--- config.mk ---
export PLATFORM = sky130hd
export DESIGN_NAME = txd_complete_seq
export DESIGN_NICKNAME = d
export VERILOG_FILES = /design/src/rtl/txd_pkg.sv /design/src/rtl/txd_fifo.sv /design/src/rtl/txd_ring_ptr.sv /design/src/rtl/txd_complete_seq.sv
export SDC_FILE = /design/constraint.sdc
export NUM_CORES = 1
export LEC_CHECK = 0
export BUFFER_PORTS_ARGS = -buffer_cell sky130_fd_sc_hd__buf_2
export CORE_MARGIN = 2
export CORE_UTILIZATION = 49
export DETAILED_ROUTE_END_ITERATION = 16
export PLACE_DENSITY = 0.78
export SYNTH_ARGS = -nofsm -noshare
export SYNTH_HDL_FRONTEND = slang
export SYNTH_SLANG_ARGS = --single-unit
--- constraint.sdc ---
create_clock -name clk -period 2.65 [get_ports clk]
set_clock_uncertainty 0.1 [all_clocks]
set_input_delay 0.53 -clock clk [delete_from_list [all_inputs] [get_ports clk]]
set_output_delay 0.53 -clock clk [all_outputs]
set_load 0.01 [all_outputs]
--- src/rtl/txd_pkg.sv ---
package txd_pkg;

    typedef struct packed {
        logic eop;
        logic rs;
        logic rps;
    } txd_cmd_t;

    localparam int STAT_DONE_BIT = 0;
    localparam int STAT_ERR_BIT  = 1;

endpackage

--- src/rtl/txd_fifo.sv ---
module txd_fifo
    import txd_pkg::*;
#(
    parameter int DEPTH = 4
) (
    input  logic     clk,
    input  logic     rst_n,
    input  logic     push_i,
    input  txd_cmd_t entry_i,
    input  logic     pop_i,
    output txd_cmd_t front_o,
    output logic     empty_o,
    output logic     full_o
);
    localparam int PW = (DEPTH > 1) ? $clog2(DEPTH) : 1;
    localparam int CW = $clog2(DEPTH + 1);

    typedef struct packed {
        logic [PW-1:0] wr;
        logic [PW-1:0] rd;
        logic [CW-1:0] cnt;
    } fifo_st_t;

    fifo_st_t st_d, st_q;
    txd_cmd_t mem_q [DEPTH];
    logic     do_push, do_pop;

    function automatic logic [PW-1:0] bump(input logic [PW-1:0] p);
        return (p == PW'(DEPTH - 1)) ? '0 : p + 1'b1;
    endfunction

    always_comb begin
        empty_o = (st_q.cnt == '0);
        full_o  = (st_q.cnt == CW'(DEPTH));
        do_push = push_i && !full_o;
        do_pop  = pop_i && !empty_o;
        front_o = mem_q[st_q.rd];
        st_d    = st_q;
        if (do_push) st_d.wr = bump(st_q.wr);
        if (do_pop)  st_d.rd = bump(st_q.rd);
        case ({do_push, do_pop})
            2'b10:   st_d.cnt = st_q.cnt + 1'b1;
            2'b01:   st_d.cnt = st_q.cnt - 1'b1;
            default: st_d.cnt = st_q.cnt;
        endcase
    end

    always_ff @(posedge clk) begin
        if (!rst_n) st_q <= '0;
        else        st_q <= st_d;
    end

    always_ff @(posedge clk) begin
        if (do_push) mem_q[st_q.wr] <= entry_i;
    end

endmodule

--- src/rtl/txd_ring_ptr.sv ---
module txd_ring_ptr #(
    parameter int RING_W = 8
) (
    input  logic              clk,
    input  logic              rst_n,
    input  logic [RING_W-1:0] ring_len_i,
    input  logic              adv_i,
    output logic [RING_W-1:0] ptr_o
);
    logic [RING_W-1:0] ptr_d, ptr_q;

    always_comb begin
        ptr_d = ptr_q;
        if (adv_i) begin
            if (ptr_q == ring_len_i - 1'b1) ptr_d = '0;
            else                            ptr_d = ptr_q + 1'b1;
        end
        ptr_o = ptr_q;
    end

    always_ff @(posedge clk) begin
        if (!rst_n) ptr_q <= '0;
        else        ptr_q <= ptr_d;
    end

endmodule

--- src/rtl/txd_complete_seq.sv ---
module txd_complete_seq
    import txd_pkg::*;
#(
    parameter int RING_W = 8,
    parameter int DEPTH  = 4
) (
    input  logic              clk,
    input  logic              rst_n,
    input  logic [RING_W-1:0] ring_len_i,
    input  logic              desc_valid_i,
    output logic              desc_ready_o,
    input  logic              desc_eop_i,
    input  logic              desc_rs_i,
    input  logic              desc_rps_i,
    input  logic              tx_sent_i,
    input  logic              tx_abort_i,
    output logic              wb_req_o,
    input  logic              wb_ack_i,
    output logic [RING_W-1:0] wb_idx_o,
    output logic [1:0]        wb_status_o,
    output logic [RING_W-1:0] head_o
);
    typedef struct packed {
        logic comp;
        logic err;
    } seq_st_t;

    seq_st_t  st_d, st_q;
    txd_cmd_t in_cmd, front;
    logic     q_empty, q_full;
    logic     rps_eff, hold_w, need_wb, pop_w;

    assign in_cmd = '{eop: desc_eop_i, rs: desc_rs_i, rps: desc_rps_i};

    txd_fifo #(.DEPTH(DEPTH)) u_fifo (
        .clk     (clk),
        .rst_n   (rst_n),
        .push_i  (desc_valid_i),
        .entry_i (in_cmd),
        .pop_i   (pop_w),
        .front_o (front),
        .empty_o (q_empty),
        .full_o  (q_full)
    );

    txd_ring_ptr #(.RING_W(RING_W)) u_head (
        .clk        (clk),
        .rst_n      (rst_n),
        .ring_len_i (ring_len_i),
        .adv_i      (pop_w),
        .ptr_o      (head_o)
    );

    always_comb begin
        rps_eff  = !q_empty && front.rps && front.eop;
        hold_w   = rps_eff && !st_q.comp;
        need_wb  = !q_empty && (front.rs || rps_eff);
        wb_req_o = need_wb && !hold_w;
        pop_w    = !q_empty && !hold_w && (!need_wb || wb_ack_i);

        desc_ready_o = !q_full;
        wb_idx_o     = head_o;
        wb_status_o  = '0;
        if (wb_req_o) begin
            wb_status_o[STAT_DONE_BIT] = 1'b1;
            wb_status_o[STAT_ERR_BIT]  = st_q.err;
        end

        st_d = st_q;
        if (pop_w) begin
            st_d = '0;
        end else if (hold_w && (tx_sent_i || tx_abort_i)) begin
            st_d.comp = 1'b1;
            st_d.err  = tx_abort_i;
        end
    end

    always_ff @(posedge clk) begin
        if (!rst_n) st_q <= '0;
        else        st_q <= st_d;
    end

endmodule

---- Word level (Yosys, flattened, before mapping) ----
Memories as Yosys holds them, arrays and structs flattened. A register that Yosys moved wholly into a read port is not among the register bits.
Cells that the tools add are included.
cells by class
  reduce and logical (&&, ||, !) cells .... 21
  bitwise operators ....................... 1
  eq/ne operators ......................... 6
  mux-type cells .......................... 9
  divide/modulo/power cells ............... 0
  add/subtract/negate cells ............... 6
  multiply operators ...................... 0
  shift-type cells ........................ 0
  order comparisons ....................... 0
operators by type and width
  cell                                                                 count
  1-bit logical AND                                                    10
  2-bit 2-to-1 mux                                                     5
  8-bit by 1-bit adder with 8-bit output (second input constant)       1
  8-bit == test                                                        1
  8-bit 2-to-1 mux                                                     1
  8-bit by 1-bit subtractor with 8-bit output (second input constant)  1
  2-bit == test (second input constant)                                3
  3-bit case mux with 2 select lines                                   1
  1-bit logical NOT                                                    5
  2-bit by 1-bit adder with 2-bit output (second input constant)       2
  3-bit by 1-bit adder with 3-bit output (second input constant)       1
  3-bit == test (second input constant)                                1
  3-bit logical NOT                                                    1
  1-bit logical OR                                                     3
  3-bit by 1-bit subtractor with 3-bit output (second input constant)  1
  2-bit by 1-bit == test with 1-bit output (second input constant)     1
  1-bit 2-to-1 mux                                                     2
  2-bit nonzero test                                                   1
  2-bit OR reduction                                                   1
  1-bit inverter                                                       1
word-level totals
  RAM bits ................................ 12
  logic and storage cells ................. 50
  bits in read-only memories .............. 0
  memories ................................ 1
  register bits after elaboration ......... 17
  bits in latches ......................... 0
  output and inout bits ................... 20
memory list
  name          depth  width  read ports  clocked after memory_dff  wr ports  line            RTL
  u_fifo.mem_q  4      3      1           1                         1         txd_fifo.sv:25  txd_cmd_t mem_q [DEPTH];

---- Longest topological paths before layout ----
Gate-level depths: netlist (run 1).
  depth in word-level cells ............... 12
  mapped depth ............................ 11
  depth with buffers taken out ............ 11

---- Cells and area by module ----
From an unflattened synthesis (run 1), not the netlist that was laid out.
unflattened totals
  cells, all modules ...................... 173
  area, all modules ....................... 1,755.4 um^2
modules (own cells, without submodules)
  module            times used  sequential area each (um^2)  area an instance (um^2)  cells an instance
  txd_fifo          1           540.5                        922.1                    71
  txd_ring_ptr      1           160.2                        604.3                    73
  txd_complete_seq  1           40.0                         229.0                    29

---- Least setup slack after synthesis (run 1) ----
Ideal clock, no wire load.
  path type ............................... flip-flop to flip-flop
  start ................................... reg (tool-made name)
  end ..................................... reg u_fifo.st_q[2] (netlist name)
  arrival ................................. 2.402 ns
  clock period less this slack ............ 2.572 ns
  data required time ...................... 2.479 ns
  path buffers ............................ 0
  path slack .............................. 0.078 ns
  cell stages (with the launch flop) ...... 12
  cells stage by stage .................... dfxtp_1 mux4_2 clkinv_1 nand3_1 and2_4 inv_2 ha_1 inv_1 fa_1 xor2_1 or3_1 a21oi_1
RTL lines
  element               line            RTL
  to (signal assigned)  txd_fifo.sv:50  else st_q <= st_d;
  to (decl)             txd_fifo.sv:24  fifo_st_t st_d, st_q;

==> results of run 1 <==
-- final timing paths --
check / cells after the start / endpoint / startpoint
worst max-delay path: 11 / u_fifo.st_q[2] / u_fifo.mem_q[0][1]
worst min-delay path: 1 / u_fifo.mem_q[0][0] / desc_rps_i
worst max register to register: 11 / u_fifo.st_q[2] / u_fifo.mem_q[0][1]
worst min register to register: 2 / register / u_fifo.st_q[4]
-- cells in the mapped netlist, types with 2 or more instances --
master	instances
and3_1	6
o211ai_1	3
a31oi_1	2
or3_1	5
nand4b_1	2
ha_1	8
mux4_2	2
a21oi_1	14
edfxtp_1	12
buf_4	9
nor3_1	4
xnor2_1	8
o21ai_0	4
dfxtp_1	19
inv_1	10
inv_2	3
and2_1	2
o21ai_1	3
nor2b_1	4
nand2_1	14
xor2_1	5
nand3_1	8
nor2_1	12
-- layer usage --
metal / wire length [um] / GRT usage [%] / vias up
met5: 0 / 0 / -
met4: 22 / 6.383 / 0
met3: 193 / 5.382 / 2
met2: 1530 / 26.95 / 45
met1: 1648 / 22.91 / 668
li1: - / - / 724
-- per-stage QoR --
stage,instance area [um^2],setup slack (ps)
after floorplan,1794,77.64
after global placement,1961,120.2
after detailed placement,1961,38.17
after CTS,2029,20.73
after global routing,2048,26.05
final,2048,117.7
-- report_power, final --
| part | total (mW) | leakage (nW) | switching [mW] | internal (mW) |
|---|---|---|---|---|
| logic | 0.615 | 0.549 | 0.352 | 0.263 |
| registers | 0.640 | 0.265 | 0.0670 | 0.573 |
| clock network | 0.306 | 0.0386 | 0.150 | 0.156 |
| total | 1.56 | 0.853 | 0.570 | 0.992 |
-- state kept, by name, summed over array words and instances (netlist names), named ones only --
name and flops:
st_q 2, u_fifo.st_q 7, u_head.ptr_o 8, u_fifo.mem_q 12
-- worst max-delay path, stage by stage, from the launching register on --
cell	delay [ps]
edfxtp_1	380
mux4_2	480
clkinv_1	70
nand3_2	90
and2_4	150
inv_2	50
ha_2	170
inv_1	50
fa_2	330
xor2_1	150
or3_1	300
a21oi_1	140
-- cell families (layout without fill, tap and decap cells) --
kind of cell | Yosys count | in the layout
AND/OR/NAND/NOR | 66 | 66
AO/OA/AOI/OAI | 36 | 36
flip-flops | 31 | 31
buffers and inverters | 26 | 61
XOR/XNOR | 13 | 13
adder cells (fa/ha/maj) | 9 | 9
multiplexers | 3 | 3
-- area by class of cell --
cell class,instances,area [um^2],share of cell area (%)
clock buffers,8,68.82,3.360
inverters,14,52.55,2.566
multi-input cells,127,924.6,45.14
flip-flops and latches,31,742.0,36.22
well taps,46,57.56,2.810
repair buffers,39,202.7,9.896
-- repair_timing --
action / in CTS / in global routing
hold endpoints to repair: 0 / 0
resized for setup: 0 / 4
setup endpoints to repair: 0 / 1
buffers inserted: 0 / 1
==> flow_metrics.tcl, run 1 <==
set metrics [dict create \
    total_power_mw 1.562 \
    timing.setup.tns_ps 0 \
    ir_drop_uv 394.3 \
    synth_compound_area_share_pct 14.23 \
    async_reset_ff_share_pct 0 \
    cts_tree "built" \
    cts_buffers 5 \
    synth-edff-count 12 \
    synth_mux_area_share_pct 3.138 \
    synthXorXnorAreaFrac_pct 6.346 \
    fin_util_pct 59.96 \
    r2r_slack_ps 120 \
    synth_cell_types 48 \
    dp_hpwl_um 2549 \
    synthCells 184 \
    finalWirelength_um 3394 \
    antenna_left 0 \
    timing.hold.ws_ps 329.8 \
    final_cell_mix "buf_2 (36), dfxtp_1 (18), nand2_1 (14), a21oi_1 (14)" \
    die_area_um2 4162 \
    required_ps 2810 \
    max_slew.worst_pin.slew_ps 385.4 \
    avgRoutedWirePerCell_um 12.81 \
    synth_area_leaders "dfxtp_1 (21%), edfxtp_1 (20%), ha_1 (5.6%), a21oi_1 (3.9%), xnor2_1 (3.9%)" \
    synth_top_family_by_area "simple AND/OR/NAND/NOR gates" \
    cts_buffer_depth 2 \
    holdBufCountCts 0 \
    via_per_inst 5.430 \
    timing.fmax_ghz 0.3949 \
    outcome "completed" \
    overflow 0 \
    fin_nets 244 \
    drt_iter0_drc 87 \
    critical_path_arrival_ps 2690 \
    relSlewSlack_pct 73.64 \
    post-synth-top-area-cell "dfxtp_1" \
    stdcell_count 265 \
    max-cap-violations 0 \
    synth_top_flop_cell "dfxtp_1" \
    syn_area_per_cell_um2 9.751 \
    final_hold_viol_count 0 \
    num_rows 21 \
    yosys.area_share.simple_pct 20.57 \
    final_common_cell "buf_2" \
    power.leakage_nw 0.8526 \
    area_growth_pct 14.16 \
    drc 0 \
    yosys.area.top_type_share_pct 21.20 \
    setup_viol 0 \
    critPathMaxFanout 3 \
    numPortBuffers 36 \
    seq_area_frac_synth_pct 41.28 \
    cts_max_level 2 \
    start_util_pct 52.53 \
    grt_pass1_wl_um 5651 \
    cts_root_buffer "clkbuf_4" \
    clk_transition_reported_paths_ps 100 \
    crit_path_start_kind "register" \
    grt_usage_pct 17.41 \
    synth-adder-area-share_pct 6.695 \
    grt_pass1_vias 1295 \
    path_class "register to register" \
    clkLatencyLatePin_ps 320 \
    place.gp.congestion 0.7683 \
    cp-end-kind "register" \
    pwr_density_cell_nw_per_um2 762.5 \
    drive_gt1_share_pct 29.22 \
    dp_cells 256 \
    syn-cell-area_um2 1794 \
    rsz0062_at_grt "no" \
    holdCritPathClass "primary input to register" \
    grt_max_degree 13 \
    syn-num-nets 210 \
    num_antenna_cells 0 \
    cts.sinks 31 \
    die_h_um 64.51 \
    min_period_ps 2532 \
    yosysWarnings 0 \
    fill_cells 285 \
    min_period_over_period_pct 95.56 \
    ys_ff_latch 31 \
    maxSlewViolCount 0 \
    ios 37 \
    first_pass_iters 4 \
    core_area_um2 3416 \
    die_width_um 64.51 \
    antenna_found_initial 0 \
    num_vias 1439 \
]
Note: power is estimated with default switching activity, not from simulation.
==> run 2, diff against run 1 <==
Clock period 2.65 ns to 2.25 ns, I/O delays scaled along.
==> run 2 against run 1 <==
Net effect: the flow now finishes with violations (setup timing); clock power grew 78%; power rose by 46%; global-route usage increased by 0.98 points; final cell count is 7.2% higher; sequential share of layout area shrank 3.6 points; utilization rose by 6.8 points; non-clock buffer count up 19; die area stayed put; hold slack worse by 100 ps.
==> flow_metrics.tcl, run 2 (synthesis gave the netlist of run 1 again) <==
set metrics [dict create \
    min_period_over_period_pct 111.8 \
    holdCritPathClass "primary input to register" \
    grt_usage_pct 18.39 \
    cts_max_level 2 \
    cts_root_buffer "clkbuf_4" \
    core_area_um2 3416 \
    crit_family "simple AND/OR/NAND/NOR gates" \
    avgRoutedWirePerCell_um 13.41 \
    die_area_um2 4162 \
    max-cap-violations 0 \
    fin_ws_ps -265.9 \
    fin_nets 263 \
    critical_path_arrival_ps 2700 \
    largest_register "u_fifo.mem_q" \
    final_common_cell "buf_2" \
    pwr-share-comb_pct 42.9 \
    cts_buffers 5 \
    r2r_cells 13 \
    grt_max_degree 13 \
    cts_buffer_depth 2 \
    num_rows 21 \
    drt_iter0_drc 79 \
    p_clk_share_pct 23.9 \
    die_width_um 64.51 \
    final_cell_mix "buf_2 (34), buf_4 (19), dfxtp_1 (17), nand2_1 (14)" \
    required_ps 2430 \
    critPathMaxFanout 2 \
    clk_transition_reported_paths_ps 100 \
    final_area_um2 2280 \
    maxSlewViolCount 0 \
    drive_gt1_share_pct 37.82 \
    worst_path_max_delay_cell "dfxtp_2" \
    path_class "register to register" \
    num_vias 1542 \
    crit_path_start_kind "register" \
    numPortBuffers 36 \
    pwr_density_cell_nw_per_um2 997.3 \
    grt_use_met3_pct 5.208 \
    grt_pass1_vias 1318 \
    drc 0 \
    finalWirelength_um 3808 \
    outcome "complete, but fails checks" \
    ios 37 \
    min_period_ps 2516 \
    p_seq_share_pct 33.2 \
    relSlewSlack_pct 76.09 \
    start_util_pct 52.53 \
    path_buf_inv 5 \
    power.leakage_nw 0.9693 \
    cp-end-kind "register" \
    final_hold_viol_count 0 \
    setup_viol 5 \
    holdPathStages 1 \
    busiest_layer "met2" \
    p_sw_mw 0.7701 \
    grt_pass1_wl_um 5844 \
    crit_chain "buf_4, buf_4, mux4_2, clkinv_2, nand3_2, and2_4, inv_4, ha_4, inv_2, fa_2, xor2_1, or3_1, a21oi_2" \
    use_met2_pct 31.12 \
    dp_hpwl_um 2649 \
    internal_power_mw 1.503 \
    cts_tree "built" \
    ir_drop_uv 591.0 \
    clkLatencyLatePin_ps 340 \
    violations "setup timing" \
    first_pass_iters 4 \
    overflow 0 \
    antenna_found_initial 0 \
    timing.hold.ws_ps 226.5 \
    crit_top_cell "buf_4" \
    rsz0062_at_grt "yes" \
    num_antenna_cells 0 \
    max_slew.worst_pin.slew_ps 349.7 \
    critical_path_cell_count 13 \
    sw_frac_of_total_pct 33.87 \
    place.gp.congestion 0.7891 \
    fill_cells 286 \
    timing.fmax_ghz 0.3975 \
    cts.sinks 31 \
    area_growth_pct 27.06 \
    die_h_um 64.51 \
    antenna_left 0 \
    met1_usage_pct 22.44 \
    dpl_cell_area_um2 2076 \
    largest_register_ffs 12 \
    critical-path-max-stage-delay_ps 340 \
    via_per_inst 5.430 \
]
-- run 2: layout make-up --
cell class	count	area (um^2)	area share (%)
multi-input combinational	127	952.2	41.77
sequential	31	743.2	32.60
timing repair buffer	58	369.1	16.19
clock inverter	2	60.06	2.634
tap	46	57.56	2.525
inverter	14	56.30	2.470
clock buffer	6	41.29	1.811
-- run 2: worst paths after layout --
check                      start            endpoint  slack, ps
setup / recovery        register      u_fifo.st_q[2]       -270
hold / removal        desc_eop_i  u_fifo.mem_q[1][2]        230
setup reg to reg        register      u_fifo.st_q[2]       -270
hold reg to reg   u_fifo.st_q[3]            register        400
-- run 2: through the flow --
step / power, mW / instances / TNS (ps) / worst slack [ps] / util (%)
after floorplan: 1.338 / 184 / -206.2 / -160.6 / -
after global placement: 1.557 / 268 / -849.8 / -137.1 / 60.77
after detailed placement: 1.574 / 268 / -1130 / -210.4 / 60.77
after CTS: 2.163 / 281 / -1090 / -233.4 / 64.87
after global routing: 2.408 / 284 / -1830 / -399.9 / 66.74
final: 2.274 / 284 / -1242 / -265.9 / 66.74
-- run 2: repair_timing --
item                                    4_1_cts  5_1_grt
hold buffers                                  0        0
buffers inserted                              5        3
resized for setup                             1       11
endpoints found under the setup margin        5        5
pin swaps                                     2        7
-- run 2: worst register-to-register path: stages (launching register included) --
cell and delay [ps]:
dfxtp_2 340, buf_4 130, buf_4 130, mux4_2 300, clkinv_2 70, nand3_2 100, and2_4 170, inv_4 60
ha_4 120, inv_2 30, fa_2 320, xor2_1 150, or3_1 320, a21oi_2 120
-- run 2: power by group through the flow --
stage	combinational, mW	clock (mW)	sequential, mW
floorplan	0.585	0	0.753
global placement	0.796	0	0.762
detailed placement	0.807	0	0.767
CTS	0.860	0.550	0.752
global route	1.07	0.568	0.767
finish	0.975	0.544	0.754
-- run 2: layer usage --
layer  vias up  share of wire (%)  wire [um]
li1        750                  -          -
met1       736                 43       1641
met2        47                 49       1883
met3         9                5.4        207
met4         0                2.0         76
met5         -                  0          0
==> run 3, diff against run 2 <==
Settings changed: CTS_BUF_LIST set to sky130_fd_sc_hd__clkbuf_16.
==> run 3 against run 2 <==
Net effect: the run still ends with setup timing left; sequential power hardly changed; design area is 5.9% higher; critical path depth is 2 lower; clock power is 60% higher; worst setup slack better by 40 ps; combinational power is 5% higher; maximum frequency is 1.6% higher; sequential cell count stayed put; wire length is 6.6% higher; utilization is 3.9 points higher; first-iteration DRC count is 8.9% lower; critical endpoint unchanged; largest power group unchanged; highest routed layer unchanged.
==> flow_metrics.tcl, run 3 (synthesis gave the netlist of run 1 again) <==
set metrics [dict create \
    outcome "complete, but fails checks" \
    violations "setup timing" \
    cts_max_level 2 \
    area_growth_pct 34.52 \
    cp-end-kind "register" \
    via_per_inst 5.451 \
    cts_buffer_depth 2 \
    die_h_um 64.51 \
    dp_hpwl_um 2649 \
    num_rows 21 \
    largest_register_ffs 12 \
    rsz0062_at_grt "yes" \
    timing.rr.end "u_fifo.st_q[2]" \
    final_hold_viol_count 0 \
    worst_path_max_delay_cell "mux4_2" \
    num_antenna_cells 0 \
    critPathMaxFanout 2 \
    drt_iter0_drc 72 \
    die_width_um 64.51 \
    fin_ws_ps -226.3 \
    timing.setup.tns_ps -1099 \
    maxSlewViolCount 0 \
    min_period_ps 2476 \
    power.leakage_nw 1.025 \
    timing.hold.ws_ps 296.3 \
    drc 0 \
    ios 37 \
    largest_register "u_fifo.mem_q" \
    hold_start "desc_eop_i" \
    holdCritPathClass "primary input to register" \
    timing.fmax_ghz 0.4038 \
    required_ps 2360 \
    final_common_cell "buf_2" \
    clk_transition_reported_paths_ps 50 \
    grt_pass1_vias 1436 \
    holdPathEnd "u_fifo.mem_q[2][2]" \
    max_slew.worst_pin.slew_ps 472.8 \
    pwr_density_cell_nw_per_um2 1097 \
    cts_buffers 5 \
    reg2reg_from "u_fifo.mem_q[2][1]" \
    crit_family "simple AND/OR/NAND/NOR gates" \
    critical_path_arrival_ps 2590 \
    numPortBuffers 36 \
    setup_viol 7 \
    cts.sinks 31 \
    fill_cells 262 \
    finalWirelength_um 4061 \
    first_pass_iters 4 \
    path_class "register to register" \
    critical-path-max-stage-delay_ps 500 \
    avgRoutedWirePerCell_um 14.10 \
    relSlewSlack_pct 68.34 \
    cts_root_buffer "clkbuf_16" \
    overflow 0 \
    holdPathStages 1 \
    antenna_left 0 \
    grt_usage_pct 20.87 \
    max-cap-violations 0 \
    final_cell_mix "buf_2 (34), buf_4 (24), dfxtp_1 (17), nand2_1 (14), a21oi_1 (13)" \
    antenna_found_initial 0 \
    crit_chain "mux4_2, clkinv_2, nand3_2, and2_4, inv_4, ha_4, inv_2, fa_2, xor2_1, or3_1, a21oi_2" \
    start_util_pct 52.53 \
    clkLatencyLatePin_ps 280 \
    fin_nets 267 \
    path_buf_inv 3 \
    drive_gt1_share_pct 39.26 \
    r2r_slack_ps -230 \
    place.gp.congestion 0.7891 \
    grt_pass1_wl_um 6534 \
    crit_path_start_kind "register" \
    holdBufCountCts 0 \
    dpl_cell_area_um2 2076 \
    final_area_um2 2414 \
    core_area_um2 3416 \
    ir_drop_uv 774.3 \
    r2r_cells 11 \
    die_area_um2 4162 \
    cts_tree "built" \
    num_vias 1570 \
    min_period_over_period_pct 110.1 \
    grt_max_degree 13 \
]
==> run 3: cell count changes in the layout (fill, tap and decap cells not counted), moves of 2 or more <==
cell / previous run / this run
buf_4: 19 / 24
buf_6: 5 / 3
clkbuf_16: 0 / 5
clkbuf_4: 5 / 0
==> run 3: cell type report <==
class / count / area [um^2] / share of cell area, %
multi-input cells: 128 / 983.4 / 40.75
clock buffers: 5 / 125.1 / 5.184
flip-flops and latches: 31 / 743.2 / 30.79
well taps: 46 / 57.56 / 2.385
clock inverters: 3 / 63.81 / 2.644
repair buffers: 61 / 384.1 / 15.91
inverters: 14 / 56.30 / 2.333
==> run 3: per-stage QoR <==
step | setup slack [ps] | instances | total power, mW | utilization [%]
after floorplan | -160.6 | 184 | 1.338 | -
after CTS | -196.1 | 287 | 2.610 | 69.38
after global routing | -361.5 | 288 | 2.794 | 70.66
after global placement | -137.1 | 268 | 1.557 | 60.77
after detailed placement | -210.4 | 268 | 1.574 | 60.77
final | -226.3 | 288 | 2.649 | 70.66
==> run 3: timing repair <==
item / in CTS / in global routing
buffers inserted: 11 / 0
endpoints found under the setup margin: 5 / 13
cloned: 0 / 1
gates resized for setup: 6 / 7
pin swaps: 2 / 4
endpoints found under the hold margin: 0 / 0
==> run 3: per-layer routing <==
| metal | vias to the layer above | wire (um) | global-route usage, % |
|---|---|---|---|
| li1 | 761 | - | - |
| met1 | 766 | 1733 | 24.53 |
| met2 | 38 | 2082 | 37.37 |
| met3 | 5 | 188 | 5.208 |
| met4 | 0 | 57 | 6.383 |
| met5 | - | 0 | 0 |
==> run 3: how the worst max path moves through the flow <==
stage                  startpoint  cells past startpoint              to
6_report       u_fifo.mem_q[2][1]                     11  u_fifo.st_q[2]
5_1_grt        u_fifo.mem_q[2][1]                     11  u_fifo.st_q[2]
4_1_cts                  register                     11  u_fifo.st_q[2]
3_5_place_dp             register                     11  u_fifo.st_q[2]
3_3_place_gp             register                     11  u_fifo.st_q[2]
2_1_floorplan            register                     11  u_fifo.st_q[2]
==> run 3: where the power goes <==
group | internal [mW] | total, mW | switching, mW
registers | 0.679 | 0.757 | 0.0780
clock network | 0.630 | 0.868 | 0.239
logic | 0.512 | 1.02 | 0.512
